### src/rtl/ga_pkg.sv
package ga_pkg;
  localparam int unsigned DATA_W = 8;
  localparam int unsigned WIN_BYTES = 16;
  localparam int unsigned OFS_W = $clog2(WIN_BYTES);

  localparam logic [OFS_W-1:0] OFS_MEMCFG = 4'h4;
  localparam logic [OFS_W-1:0] OFS_CTRL   = 4'h6;
  localparam logic [OFS_W-1:0] OFS_STATUS = 4'h7;

  localparam logic [DATA_W-1:0] CTRL_RELEASE = 8'h0A;
  localparam int unsigned CB_RESET = 0;
  localparam int unsigned CB_XCVR  = 1;
  localparam int unsigned CB_MAPLO = 2;
  localparam int unsigned CB_MAPHI = 3;

  typedef enum logic [1:0] {
    WIN_NIC     = 2'd0,
    WIN_PROM_LO = 2'd1,
    WIN_PROM_HI = 2'd2
  } win_e;
endpackage

### src/rtl/ga_ctrl_reg.sv
module ga_ctrl_reg
  import ga_pkg::*;
(
  input  logic              clk,
  input  logic              rst_n,
  input  logic              wr_en,
  input  logic [DATA_W-1:0] wdata,
  output logic [DATA_W-1:0] ctrl_q,
  output logic              hold
);
  localparam logic [DATA_W-1:0] CTRL_HELD = CTRL_RELEASE | (DATA_W'(1) << CB_RESET);

  always_ff @(posedge clk or negedge rst_n) begin
    if (!rst_n) begin
      ctrl_q <= CTRL_RELEASE;
    end else if (wr_en) begin
      if (wdata[CB_RESET])       ctrl_q <= CTRL_HELD;
      else if (ctrl_q[CB_RESET]) ctrl_q <= CTRL_RELEASE;
      else                       ctrl_q <= wdata;
    end
  end

  assign hold = ctrl_q[CB_RESET];

  assert_rst_enter_R3: assert property (@(posedge clk) disable iff (!rst_n)
    (wr_en && wdata[CB_RESET]) |=> (ctrl_q == 8'h0B));
  assert_rst_release_R3: assert property (@(posedge clk) disable iff (!rst_n)
    (wr_en && !wdata[CB_RESET] && hold) |=> (ctrl_q == 8'h0A));
  assert_ctrl_stable_R2: assert property (@(posedge clk) disable iff (!rst_n)
    !wr_en |=> $stable(ctrl_q));
endmodule

### src/rtl/ga_scratch.sv
module ga_scratch
  import ga_pkg::*;
(
  input  logic              clk,
  input  logic              rst_n,
  input  logic              hold,
  input  logic              wr_en,
  input  logic [OFS_W-1:0]  wr_idx,
  input  logic [DATA_W-1:0] wdata,
  input  logic [OFS_W-1:0]  rd_idx,
  output logic [DATA_W-1:0] rd_data
);
  logic [DATA_W-1:0] regs [WIN_BYTES];

  for (genvar g = 0; g < WIN_BYTES; g++) begin : g_reg
    localparam bit STORED = (g != int'(OFS_MEMCFG)) && (g != int'(OFS_CTRL)) &&
                            (g != int'(OFS_STATUS));
    if (STORED) begin : g_store
      always_ff @(posedge clk or negedge rst_n) begin
        if (!rst_n)                                regs[g] <= '0;
        else if (hold)                             regs[g] <= '0;
        else if (wr_en && wr_idx == OFS_W'(g))     regs[g] <= wdata;
      end
      assert_held_clear_R4: assert property (@(posedge clk) disable iff (!rst_n)
        hold |=> (regs[g] == '0));
    end else begin : g_none
      assign regs[g] = '0;
    end
  end

  assign rd_data = regs[rd_idx];
endmodule

### src/rtl/ga_window.sv
module ga_window
  import ga_pkg::*;
(
  input  logic              map_lo,
  input  logic              map_hi,
  input  logic              hit,
  input  logic              wr,
  input  logic              rd,
  input  logic [OFS_W-1:0]  ofs,
  input  logic [DATA_W-1:0] wdata,
  input  logic [DATA_W-1:0] prom_data,
  input  logic [DATA_W-1:0] nic_rdata,
  output win_e              sel,
  output logic [OFS_W:0]    prom_addr,
  output logic [OFS_W-1:0]  nic_addr,
  output logic              nic_wr,
  output logic              nic_rd,
  output logic [DATA_W-1:0] nic_wdata,
  output logic [DATA_W-1:0] rdata
);
  always_comb begin
    if (map_lo)      sel = WIN_PROM_LO;
    else if (map_hi) sel = WIN_PROM_HI;
    else             sel = WIN_NIC;
  end

  assign prom_addr = {sel == WIN_PROM_HI, ofs};
  assign nic_addr  = ofs;
  assign nic_wdata = wdata;
  assign nic_wr    = hit && wr && (sel == WIN_NIC);
  assign nic_rd    = hit && rd && (sel == WIN_NIC);
  assign rdata     = (sel == WIN_NIC) ? nic_rdata : prom_data;
endmodule

### src/rtl/adapter_gate_array.sv
module adapter_gate_array
  import ga_pkg::*;
#(
  parameter int unsigned ADDR_W  = 11,
  parameter logic [ADDR_W-1:0] GA_BASE = 11'h400,
  parameter logic [2:0]  REV     = 3'b010
) (
  input  logic              clk,
  input  logic              rst_n,
  input  logic [ADDR_W-1:0] host_addr,
  input  logic              host_wr,
  input  logic              host_rd,
  input  logic [7:0]        host_wdata,
  output logic [7:0]        host_rdata,
  output logic [4:0]        prom_addr,
  input  logic [7:0]        prom_data,
  output logic [3:0]        nic_addr,
  output logic              nic_wr,
  output logic              nic_rd,
  output logic [7:0]        nic_wdata,
  input  logic [7:0]        nic_rdata,
  input  logic [3:0]        mem_base_code,
  input  logic              dma_busy,
  input  logic              dma_tc,
  input  logic              fifo_ovf,
  input  logic              fifo_unf,
  input  logic              port_ready,
  output logic              xcvr_bnc,
  output logic [1:0]        window_sel
);
  localparam int unsigned PAGE_W = ADDR_W - OFS_W;
  localparam logic [PAGE_W-1:0] GA_PAGE = GA_BASE[ADDR_W-1:OFS_W];

  logic [OFS_W-1:0]  ofs;
  logic              win_hit, ga_hit;
  logic [DATA_W-1:0] ctrl_q, scr_rdata, win_rdata, ga_rdata, rd_next;
  logic              hold;
  win_e              sel;

  assign ofs     = host_addr[OFS_W-1:0];
  assign win_hit = host_addr[ADDR_W-1:OFS_W] == '0;
  assign ga_hit  = host_addr[ADDR_W-1:OFS_W] == GA_PAGE;

  ga_ctrl_reg u_ctrl (
    .clk(clk), .rst_n(rst_n),
    .wr_en(host_wr && ga_hit && ofs == OFS_CTRL),
    .wdata(host_wdata), .ctrl_q(ctrl_q), .hold(hold)
  );

  ga_scratch u_scratch (
    .clk(clk), .rst_n(rst_n), .hold(hold),
    .wr_en(host_wr && ga_hit), .wr_idx(ofs), .wdata(host_wdata),
    .rd_idx(ofs), .rd_data(scr_rdata)
  );

  ga_window u_window (
    .map_lo(ctrl_q[CB_MAPLO]), .map_hi(ctrl_q[CB_MAPHI]),
    .hit(win_hit), .wr(host_wr), .rd(host_rd), .ofs(ofs),
    .wdata(host_wdata), .prom_data(prom_data), .nic_rdata(nic_rdata),
    .sel(sel), .prom_addr(prom_addr), .nic_addr(nic_addr),
    .nic_wr(nic_wr), .nic_rd(nic_rd), .nic_wdata(nic_wdata),
    .rdata(win_rdata)
  );

  always_comb begin
    unique case (ofs)
      OFS_MEMCFG: ga_rdata = {mem_base_code, 4'b0000};
      OFS_CTRL:   ga_rdata = ctrl_q;
      OFS_STATUS: ga_rdata = {port_ready, fifo_unf, fifo_ovf, dma_tc, dma_busy, REV};
      default:    ga_rdata = scr_rdata;
    endcase
    if (win_hit)     rd_next = win_rdata;
    else if (ga_hit) rd_next = ga_rdata;
    else             rd_next = '0;
  end

  always_ff @(posedge clk or negedge rst_n) begin
    if (!rst_n)       host_rdata <= '0;
    else if (host_rd) host_rdata <= rd_next;
    else              host_rdata <= '0;
  end

  assign xcvr_bnc   = ctrl_q[CB_XCVR];
  assign window_sel = sel;

  assert_idle_rdata_zero_R7: assert property (@(posedge clk) disable iff (!rst_n)
    !host_rd |=> (host_rdata == 8'h00));
  assert_nic_wr_gated_R6: assert property (@(posedge clk) disable iff (!rst_n)
    nic_wr |-> (host_wr && ctrl_q[3:2] == 2'b00 && host_addr[ADDR_W-1:OFS_W] == '0));
  assert_memcfg_low_zero_R8: assert property (@(posedge clk) disable iff (!rst_n)
    (host_rd && ga_hit && ofs == OFS_MEMCFG) |=> (host_rdata[3:0] == 4'h0));
  assert_status_rev_R9: assert property (@(posedge clk) disable iff (!rst_n)
    (host_rd && ga_hit && ofs == OFS_STATUS) |=> (host_rdata[2:0] == REV));
  assert_unmapped_silent_R12: assert property (@(posedge clk) disable iff (!rst_n)
    (!win_hit) |-> (!nic_wr && !nic_rd));
endmodule

### config.mk
export PLATFORM = sky130hd
export DESIGN_NAME = adapter_gate_array
export DESIGN_NICKNAME = d
export VERILOG_FILES = /design/src/rtl/ga_pkg.sv /design/src/rtl/ga_ctrl_reg.sv /design/src/rtl/ga_scratch.sv /design/src/rtl/ga_window.sv /design/src/rtl/adapter_gate_array.sv
export SDC_FILE = /design/constraint.sdc
export NUM_CORES = 1
export LEC_CHECK = 0
export ABC_AREA = 1
export CAP_MARGIN = 0
export CORE_ASPECT_RATIO = 0.9
export CORE_MARGIN = 8
export CORE_UTILIZATION = 57
export CTS_CLUSTER_SIZE = 14
export DETAILED_ROUTE_END_ITERATION = 10
export PLACE_DENSITY = 0.81
export SETUP_SLACK_MARGIN = 0.02
export SKIP_CTS_REPAIR_TIMING = 1
export SYNTH_ARGS = -nofsm -noshare
export SYNTH_HDL_FRONTEND = slang
export SYNTH_HIERARCHICAL = 1
export SYNTH_SLANG_ARGS = --single-unit
### constraint.sdc
create_clock -name clk -period 1.9 [get_ports clk]
set_input_delay 0.19 -clock clk [delete_from_list [all_inputs] [get_ports clk]]
set_output_delay 0.19 -clock clk [all_outputs]
set_load 0.05 [all_outputs]
# After elaboration in Yosys (flattened, before gate mapping)
# Cells that the tools add are included.
# classes
bitwise,1
reduce_logical,35
mux,38
div_mod_pow,0
shifts,0
n_lt_le_gt_ge,1
mul,0
add_sub_neg,0
n_eq_ne,17
# ops
cell,n
$mux 8,34
$bmux 8 s4,1
$eq 4x4->1 const B,8
$reduce_bool 2->1,13
$pmux 8 s3,1
$logic_and 1x1->1,19
$eq 4x3->1 const B,4
$eq 4x2->1 const B,2
$eq 7x7->1 const B,1
$logic_not 7->1,1
$ge 5x5->1 const B,1
$not 4->5,1
$eq 4x1->1 const B,1
$logic_not 4->1,1
$mux 2,2
$eq 2x2->1 const B,1
$logic_not 2->1,1
# totals
output_inout_bits,30
mem_count,0
ff_bits,120
inputBits,48
elab_cells,107
latch_bits,0
romBits,0
ramBits,0

# Longest topological paths before layout
# Gate-level depths: netlist of the first run.
# logic_depth
ltp_word,8
depth_mapped,12
mapped_depth_nobuf,11

# Modules after synthesis
# The synthesis of the first run kept the hierarchy.
# modules_own_cells
module,seq_area_each_um2,cells_per_inst,instances,area_each_um2
ga_scratch,2602.5,702,1,5407.7
adapter_gate_array,200.2,97,1,665.6
ga_ctrl_reg,202.7,41,1,342.8
ga_window,0.0,52,1,300.3

# Least setup slack after synthesis of the first run
# Ideal clock, no wire load.
# synth_path
path_kind,reg-to-output
from,reg u_ctrl.ctrl_q[3]
to,out window_sel[1]
required_ps,1710
setup_slack_ps,0
arrival_time_ps,1710
path_stages_with_launch,5
cell_sequence,dfstp_2 -> buf_6 -> inv_1 -> nor2_1 -> buf_4
# synth_via
elab_chain_len,2
# synth_lines
element,line_no,rtl
from (decl),ga_ctrl_reg.sv:8,"output logic [DATA_W-1:0] ctrl_q,"
from (signal assigned),ga_ctrl_reg.sv:19,else ctrl_q <= wdata;
$mux 2,ga_window.sv:23,else if (map_hi) sel = WIN_PROM_HI;
$mux 2,ga_window.sv:22,if (map_lo) sel = WIN_PROM_LO;
to (decl),adapter_gate_array.sv:29,output logic [1:0] window_sel
# No other way between the ends.

# Worst setup path in the final report of the first run
# layout_path
from,in host_addr[7]
to,out nic_rd
# layout_via
elab_chain_len,3
# layout_lines
element,line_no,rtl
from (decl),adapter_gate_array.sv:10,"input logic [ADDR_W-1:0] host_addr,"
$logic_not 7->1,adapter_gate_array.sv:41,assign win_hit = host_addr[ADDR_W-1:OFS_W] == '0;
named net win_hit,adapter_gate_array.sv:35,"logic win_hit, ga_hit;"
$logic_and 1x1->1 (2 in series),ga_window.sv:31,assign nic_rd = hit && rd && (sel == WIN_NIC);
to (decl),adapter_gate_array.sv:19,"output logic nic_rd,"
# The timed path passes the listed nets, and every way through them passes these cells.

==> flow_summary.json, run 1 <==
{
  "outcome": "complete, no violations",
  "vias": 6445,
  "clk-insertion-delay-late_ns": 0.41,
  "crit_slowest_cell": "clkdlybuf4s50_1",
  "drt_pass1_iterations": 6,
  "arrival_ns": 1.66,
  "setup_viol": 0,
  "reg2reg_from": "u_scratch/regs[103]",
  "rows": 37,
  "grt_use_total": 0.2606,
  "drt_iter0_markers": 753,
  "path_buf_inv": 3,
  "synthesis.nets": 940,
  "path_delay_family": "buffers and inverters",
  "synth_area_leaders": "dfrtp_1, nand2_1, nand3_1",
  "synth-seq-cells": 120,
  "numPortBuffers": 77,
  "clock_path_buffers": 2,
  "cts_sinks": 120,
  "yosysWarnings": 6,
  "timing.hold.ws_ns": 0.2797,
  "cts_buffers": 17,
  "grt_start_max_net_pins": 61,
  "ys_types": 33,
  "cp-start-kind": "input port",
  "grt_pass1_wl_mm": 31.46,
  "synth_top_cell_by_area": "dfrtp_1",
  "yosysTopAreaCellShare": 0.4396,
  "period_share": 0.9711,
  "gp_congestion": 0.9021,
  "die_x_um": 130.4,
  "powerDensity_nw_per_um2": 878.2,
  "dieArea_um2": 15520,
  "avgViaCountPerCell": 5.629,
  "worstMarginPinSlew_ns": 0.5415,
  "grt_pass1_vias": 6177,
  "placed_area_um2": 7899,
  "fmax_mhz": 542.0,
  "cts_tree": "done",
  "nNetsFinal": 1025,
  "p_leak_uw": 0.004124,
  "critPathCaptureType": "primary output",
  "routed_wl_mm": 19.91,
  "wl_per_cell_um": 17.39,
  "ir_drop_v": 0.0009885,
  "fin_skew_ns": 0.006863,
  "slew_headroom": 0.6379,
  "path_max_fanout": 2,
  "drv_cap": 0,
  "synth_area_per_cell_um2": 7.530,
  "clockRootBuffer": "clkbuf_16",
  "htree_levels": 4,
  "cpPeakStageDelay_ns": 0.41,
  "crit_type": "in -> out",
  "num-fill-cells": 856,
  "antenna_cells": 0,
  "clkTransAtPathRegs_ns": 0.05,
  "ant_nets": 0,
  "crit_required_ns": 1.71,
  "io-pin-count": 78,
  "design_area_um2": 8541,
  "rrSetupSlack_ns": 0.35,
  "synthesis.area_um2": 6716,
  "syn_inst": 892,
  "fin_crit_ns": 1.845,
  "start_util": 0.5850,
  "antenna_found_initial": 0,
  "reg2reg_to": "host_rdata[7]",
  "crit_top_cell": "nand2_1",
  "synth_seq_area_share": 0.4475,
  "cp_cell_sequence": "clkdlybuf4s50_1, nor2_1, nand2_1, buf_4, nor4_2, nand2_1, nor2_2, buf_12",
  "finalHoldViolations": 0,
  "holdCritPathClass": "in -> async",
  "hpwl_mm": 13.45,
  "drive_gt1_frac": 0.1618,
  "core_um2": 11480,
  "die_y_um": 119.0,
  "reg2reg_depth": 10,
  "syn_to_final_growth_pct": 27.16,
  "drc": 0,
  "slew_viol_final": 0,
  "rsz0062_at_grt": "yes",
  "grt_overflow": 0
}
-- worst register-to-register path, delay by kind of cell (launching register included) --
family / cells / cell delay [ns]
and+or+nand+nor: 5 / 0.55
AOI/OAI and AO/OA: 3 / 0.35
buffers and inverters: 2 / 0.15
DFF: 1 / 0.36
-- cell families after synthesis --
family,share of synthesized area
buffers and inverters,0.1343
and+or+nand+nor,0.2943
DFF,0.4475
AOI/OAI and AO/OA,0.1239
-- cell usage after synthesis --
| cell type | instances |
|---|---|
| a21oi_1 | 14 |
| a21oi_2 | 1 |
| buf_1 | 2 |
| buf_2 | 12 |
| buf_4 | 28 |
| buf_6 | 8 |
| clkbuf_1 | 9 |
| clkinv_1 | 1 |
| dfrtp_1 | 118 |
| dfstp_2 | 2 |
| inv_1 | 118 |
| inv_2 | 11 |
| inv_4 | 2 |
| nand2_1 | 270 |
| nand2_2 | 5 |
| nand2_4 | 4 |
| nand3_1 | 108 |
| nand3_2 | 3 |
| nand3_4 | 2 |
| nand4_1 | 4 |
| nand4_2 | 1 |
| nor2_1 | 25 |
| nor2_2 | 4 |
| nor2_4 | 5 |
| nor2_8 | 2 |
| nor3_2 | 1 |
| nor4_1 | 1 |
| nor4_2 | 1 |
| o211ai_1 | 5 |
| o21ai_0 | 102 |
| o21ai_1 | 11 |
| o21ai_2 | 6 |
| o21ai_4 | 6 |
-- power by group --
group / internal, uW / switching [uW] / total (uW)
Sequential: 2840 / 90.5 / 2930
Combinational: 454 / 762 / 1220
Clock: 2250 / 1110 / 3360
Total: 5540 / 1960 / 7500
-- cell type report --
cell class | count | area, um^2 | share of cell area
clock buffer | 22 | 464.2 | 0.05435
clock inverter | 9 | 147.6 | 0.01729
inverter | 132 | 500.5 | 0.05860
multi-input combinational | 581 | 2830 | 0.3314
sequential | 120 | 3007 | 0.3520
tap | 156 | 195.2 | 0.02285
timing repair buffer | 125 | 1396 | 0.1635
-- worst max-delay path by stage --
stage	startpoint	endpoint	slack, ns	cells past startpoint
2_1_floorplan	host_addr[7]	u_scratch/regs[115]	0.11	11
3_3_place_gp	host_addr[9]	u_scratch/regs[107]	-0.11	13
3_5_place_dp	host_addr[8]	u_scratch/regs[120]	-0.15	14
4_1_cts	host_addr[7]	nic_wr	-0.06	8
5_1_grt	host_addr[7]	nic_rd	0.01	8
6_report	host_addr[7]	nic_rd	0.05	8
-- metrics by stage --
stage	total power, uW	setup TNS [ns]	utilization	std cells	setup WS (ns)
6_report	7501	0	0.7439	1145	0.05500
5_1_grt	7786	0	0.7439	1145	0.01492
4_1_cts	7517	-0.1089	0.7413	1144	-0.05623
3_5_place_dp	4147	-6.737	0.6880	1113	-0.1524
3_3_place_gp	4107	-5.131	0.6880	1113	-0.1144
2_1_floorplan	3667	0	-	892	0.1126
-- sequential cells by signal, summed over array words and instances (netlist names) --
register and count:
host_rdata 8, u_scratch/regs 104, u_ctrl/ctrl_q 8
-- layer usage --
metal  wire length [um]  vias up  track usage
li1                   -     2966            -
met2               9687      331       0.4245
met4                638        0       0.1118
met3               1528       59      0.04728
met5                  0        -            0
met1               8057     3089       0.3329
-- cells in the final DEF, fill, tap and decap left out, drive strengths merged --
cell type,synthesis,final
clkinv,1,5
o21ai,125,125
buf,50,71
dfstp,2,2
bufinv,0,4
nand4,5,5
nor3,1,1
inv,131,131
nor4,2,2
nand2,279,279
clkdlybuf4s50,0,53
nand3,113,113
a21oi,15,15
nor2,36,36
o211ai,5,5
dlygate4sd3,0,1
dfrtp,118,118
clkinvlp,0,1
clkbuf,9,22
(Power assumes the default switching activity.)
==> run 2: changes to the inputs <==
--- a/config.mk
+++ b/config.mk
@@ -5,14 +5,13 @@
 export SDC_FILE = /design/constraint.sdc
 export NUM_CORES = 1
 export LEC_CHECK = 0
-export ABC_AREA = 1
 export CAP_MARGIN = 0
 export CORE_ASPECT_RATIO = 0.9
 export CORE_MARGIN = 8
 export CORE_UTILIZATION = 57
-export CTS_CLUSTER_SIZE = 14
+export CTS_CLUSTER_SIZE = 16
 export DETAILED_ROUTE_END_ITERATION = 10
-export PLACE_DENSITY = 0.81
+export PLACE_DENSITY_LB_ADDON = 0.15
 export SETUP_SLACK_MARGIN = 0.02
 export SKIP_CTS_REPAIR_TIMING = 1
 export SYNTH_ARGS = -nofsm -noshare
==> flow_summary.json, run 2 <==
{
  "wl_per_cell_um": 25.73,
  "crit_required_ns": 2.20,
  "grt_pass1_vias": 6172,
  "dieArea_um2": 15450,
  "outcome": "finished, violations left",
  "clock_path_buffers": 2,
  "die_x_um": 130.1,
  "synth_top_cells_by_count": "a21oi_1, dfrtp_1, nand3_1, o21ai_0, clkbuf_1",
  "seqPwrFrac": 0.382,
  "arrival_ns": 2.29,
  "powerDensity_nw_per_um2": 739.9,
  "largest_reg_flops": 104,
  "yosysWarnings": 6,
  "cts_buffers": 17,
  "worstMarginPinSlew_ns": 0.5897,
  "synth_area_per_cell_um2": 9.683,
  "grt_start_max_net_pins": 57,
  "rsz0062_at_grt": "yes",
  "grt_use_met2": 0.4277,
  "fmax_mhz": 504.1,
  "sw_frac_of_total": 0.2442,
  "layout_commonest_cell": "dfrtp_1",
  "violations": "setup timing",
  "routed_wl_mm": 24.29,
  "clk-insertion-delay-late_ns": 0.42,
  "grt_use_total": 0.2747,
  "cp-start-kind": "register",
  "p_sw_uw": 1659,
  "cp_cell_sequence": "mux4_1, a221oi_1, a21oi_1, a221oi_2, nor3_1",
  "finalHoldViolations": 0,
  "num-fill-cells": 686,
  "p_int_uw": 5133,
  "final_util": 0.8027,
  "cts_sinks": 120,
  "synth_edf_count": 0,
  "yosysTopAreaCellShare": 0.4419,
  "grt_use_met1": 0.3538,
  "drv_cap": 0,
  "syn_to_final_growth_pct": 37.38,
  "ant_nets": 0,
  "top_regs": "u_scratch/regs x104, host_rdata x8, u_ctrl/ctrl_q x8",
  "period_share": 1.044,
  "fin_crit_ns": 1.984,
  "synthesis.nets": 738,
  "cpPeakStageDelay_ns": 0.55,
  "drt_pass1_iterations": 6,
  "drt_iter0_markers": 1117,
  "grt_pass1_wl_mm": 33.18,
  "clockPowerShare": 0.497,
  "avgViaCountPerCell": 7.029,
  "nNetsFinal": 823,
  "hpwl_mm": 13.34,
  "multiInputGateArea_um2": 3482,
  "grt_overflow": 0,
  "synth_top_cell_by_area": "dfrtp_1",
  "cts_tree": "done",
  "pwr-share-comb": 0.122,
  "final_cell_mix": "dfrtp_1, o21ai_0, nand3_1",
  "gp_congestion": 0.8322,
  "start_util": 0.5843,
  "p_leak_uw": 0.003851,
  "busiest_layer": "met2",
  "clockRootBuffer": "clkbuf_16",
  "register_area_um2": 3007,
  "core_um2": 11430,
  "drive_gt1_frac": 0.3008,
  "fin_skew_ns": 0.008383,
  "slew_headroom": 0.6069,
  "syn_inst": 690,
  "worst_slack_ns": -0.08386,
  "clkTransAtPathRegs_ns": 0.06,
  "antenna_cells": 0,
  "vias": 6635,
  "crit_type": "reg -> reg",
  "grt_use_met3": 0.07056,
  "timing.hold.ws_ns": 0.2885,
  "synth_flop_cell": "dfrtp_1",
  "crit_slowest_cell": "mux4_1",
  "synth-seq-cells": 120,
  "antenna_found_initial": 0,
  "rows": 37,
  "setup_viol": 11,
  "largest_register": "u_scratch/regs",
  "ir_drop_v": 0.0006162,
  "synth_seq_area_share": 0.4498,
  "holdCritPathClass": "in -> async",
  "die_y_um": 118.7,
  "critPathCaptureType": "register",
  "htree_levels": 4,
  "numPortBuffers": 77,
  "ys_types": 51,
  "path_max_fanout": 2,
  "synth_area_leaders": "dfrtp_1, a21oi_1, nand3_1",
  "slew_viol_final": 0,
  "async_flop_share": 1.000,
  "synthesis.area_um2": 6681,
  "io-pin-count": 78,
  "rrSetupSlack_ns": -0.08,
  "drc": 0
}
-- run 2: cell count changes after synthesis, moves of 10 or more --
cell,before,now
nand2_1,270,12
inv_1,118,10
a21oi_1,14,118
clkbuf_1,9,46
nor2_1,25,9
mux4_1,0,14
mux2_2,0,12
a221oi_1,0,11
inv_2,11,0
o21ai_1,11,0
buf_2,12,22
mux4_2,0,10
-- run 2: worst paths after layout --
check	from	end	cells past startpoint
max	u_scratch/regs[104]	host_rdata[0]	5
min	rst_n	host_rdata[1]	2
max reg2reg	u_scratch/regs[104]	host_rdata[0]	5
min reg2reg	u_ctrl/ctrl_q[1]	u_ctrl/ctrl_q[1]	2
max in group asynchronous	rst_n	u_scratch/regs[2]	3
min in group clk	host_addr[2]	u_scratch/regs[80]	4
-- run 2: worst max-delay path, delay by kind of cell (launching register included) --
family / cells / cell delay (ns)
compound gates: 3 / 0.83
mux: 1 / 0.55
flops: 1 / 0.40
simple gates: 1 / 0.08
-- run 2: stage by stage --
| step | setup WS, ns | TNS [ns] | instance area (um^2) | total power [uW] | instances |
|---|---|---|---|---|---|
| global placement | -0.5303 | -54.13 | 7935 | 3372 | 894 |
| floorplan | -0.1022 | -3.065 | 6719 | 2995 | 690 |
| CTS | -0.2110 | -11.55 | 8539 | 6707 | 926 |
| global route | -0.09766 | -1.180 | 9179 | 6953 | 944 |
| detailed placement | -0.6165 | -60.02 | 7935 | 3385 | 894 |
| finish | -0.08386 | -0.2275 | 9179 | 6792 | 944 |
-- run 2: kinds of logic after synthesis --
| family | count (synthesis) | share of synthesized area |
|---|---|---|
| AO/OA/AOI/OAI | 255 | 0.2082 |
| buffers and inverters | 106 | 0.08727 |
| flip-flops | 120 | 0.4498 |
| multiplexers | 45 | 0.1225 |
| AND/OR/NAND/NOR | 164 | 0.1322 |
-- run 2: layout make-up --
cell class / instances / area share
clock buffer: 22 / 0.04948
clock inverter: 10 / 0.01636
timing repair buffer: 160 / 0.2019
sequential: 120 / 0.3276
inverter: 10 / 0.004089
multi-input combinational: 466 / 0.3794
tap: 156 / 0.02126
-- run 2: power groups by stage --
| stage | Sequential [uW] | Clock [uW] | Combinational [uW] |
|---|---|---|---|
| 2_1_floorplan | 2630 | 0 | 361 |
| 3_3_place_gp | 2630 | 0 | 738 |
| 3_5_place_dp | 2640 | 0 | 750 |
| 4_1_cts | 2590 | 3360 | 756 |
| 5_1_grt | 2590 | 3500 | 858 |
| 6_report | 2590 | 3370 | 825 |
-- run 2: metal layers --
layer  wire [um]  vias to the layer above
li1            -                     2709
met1        8773                     3224
met2       11210                      585
met3        3271                      117
met4        1030                        0
met5           0                        -
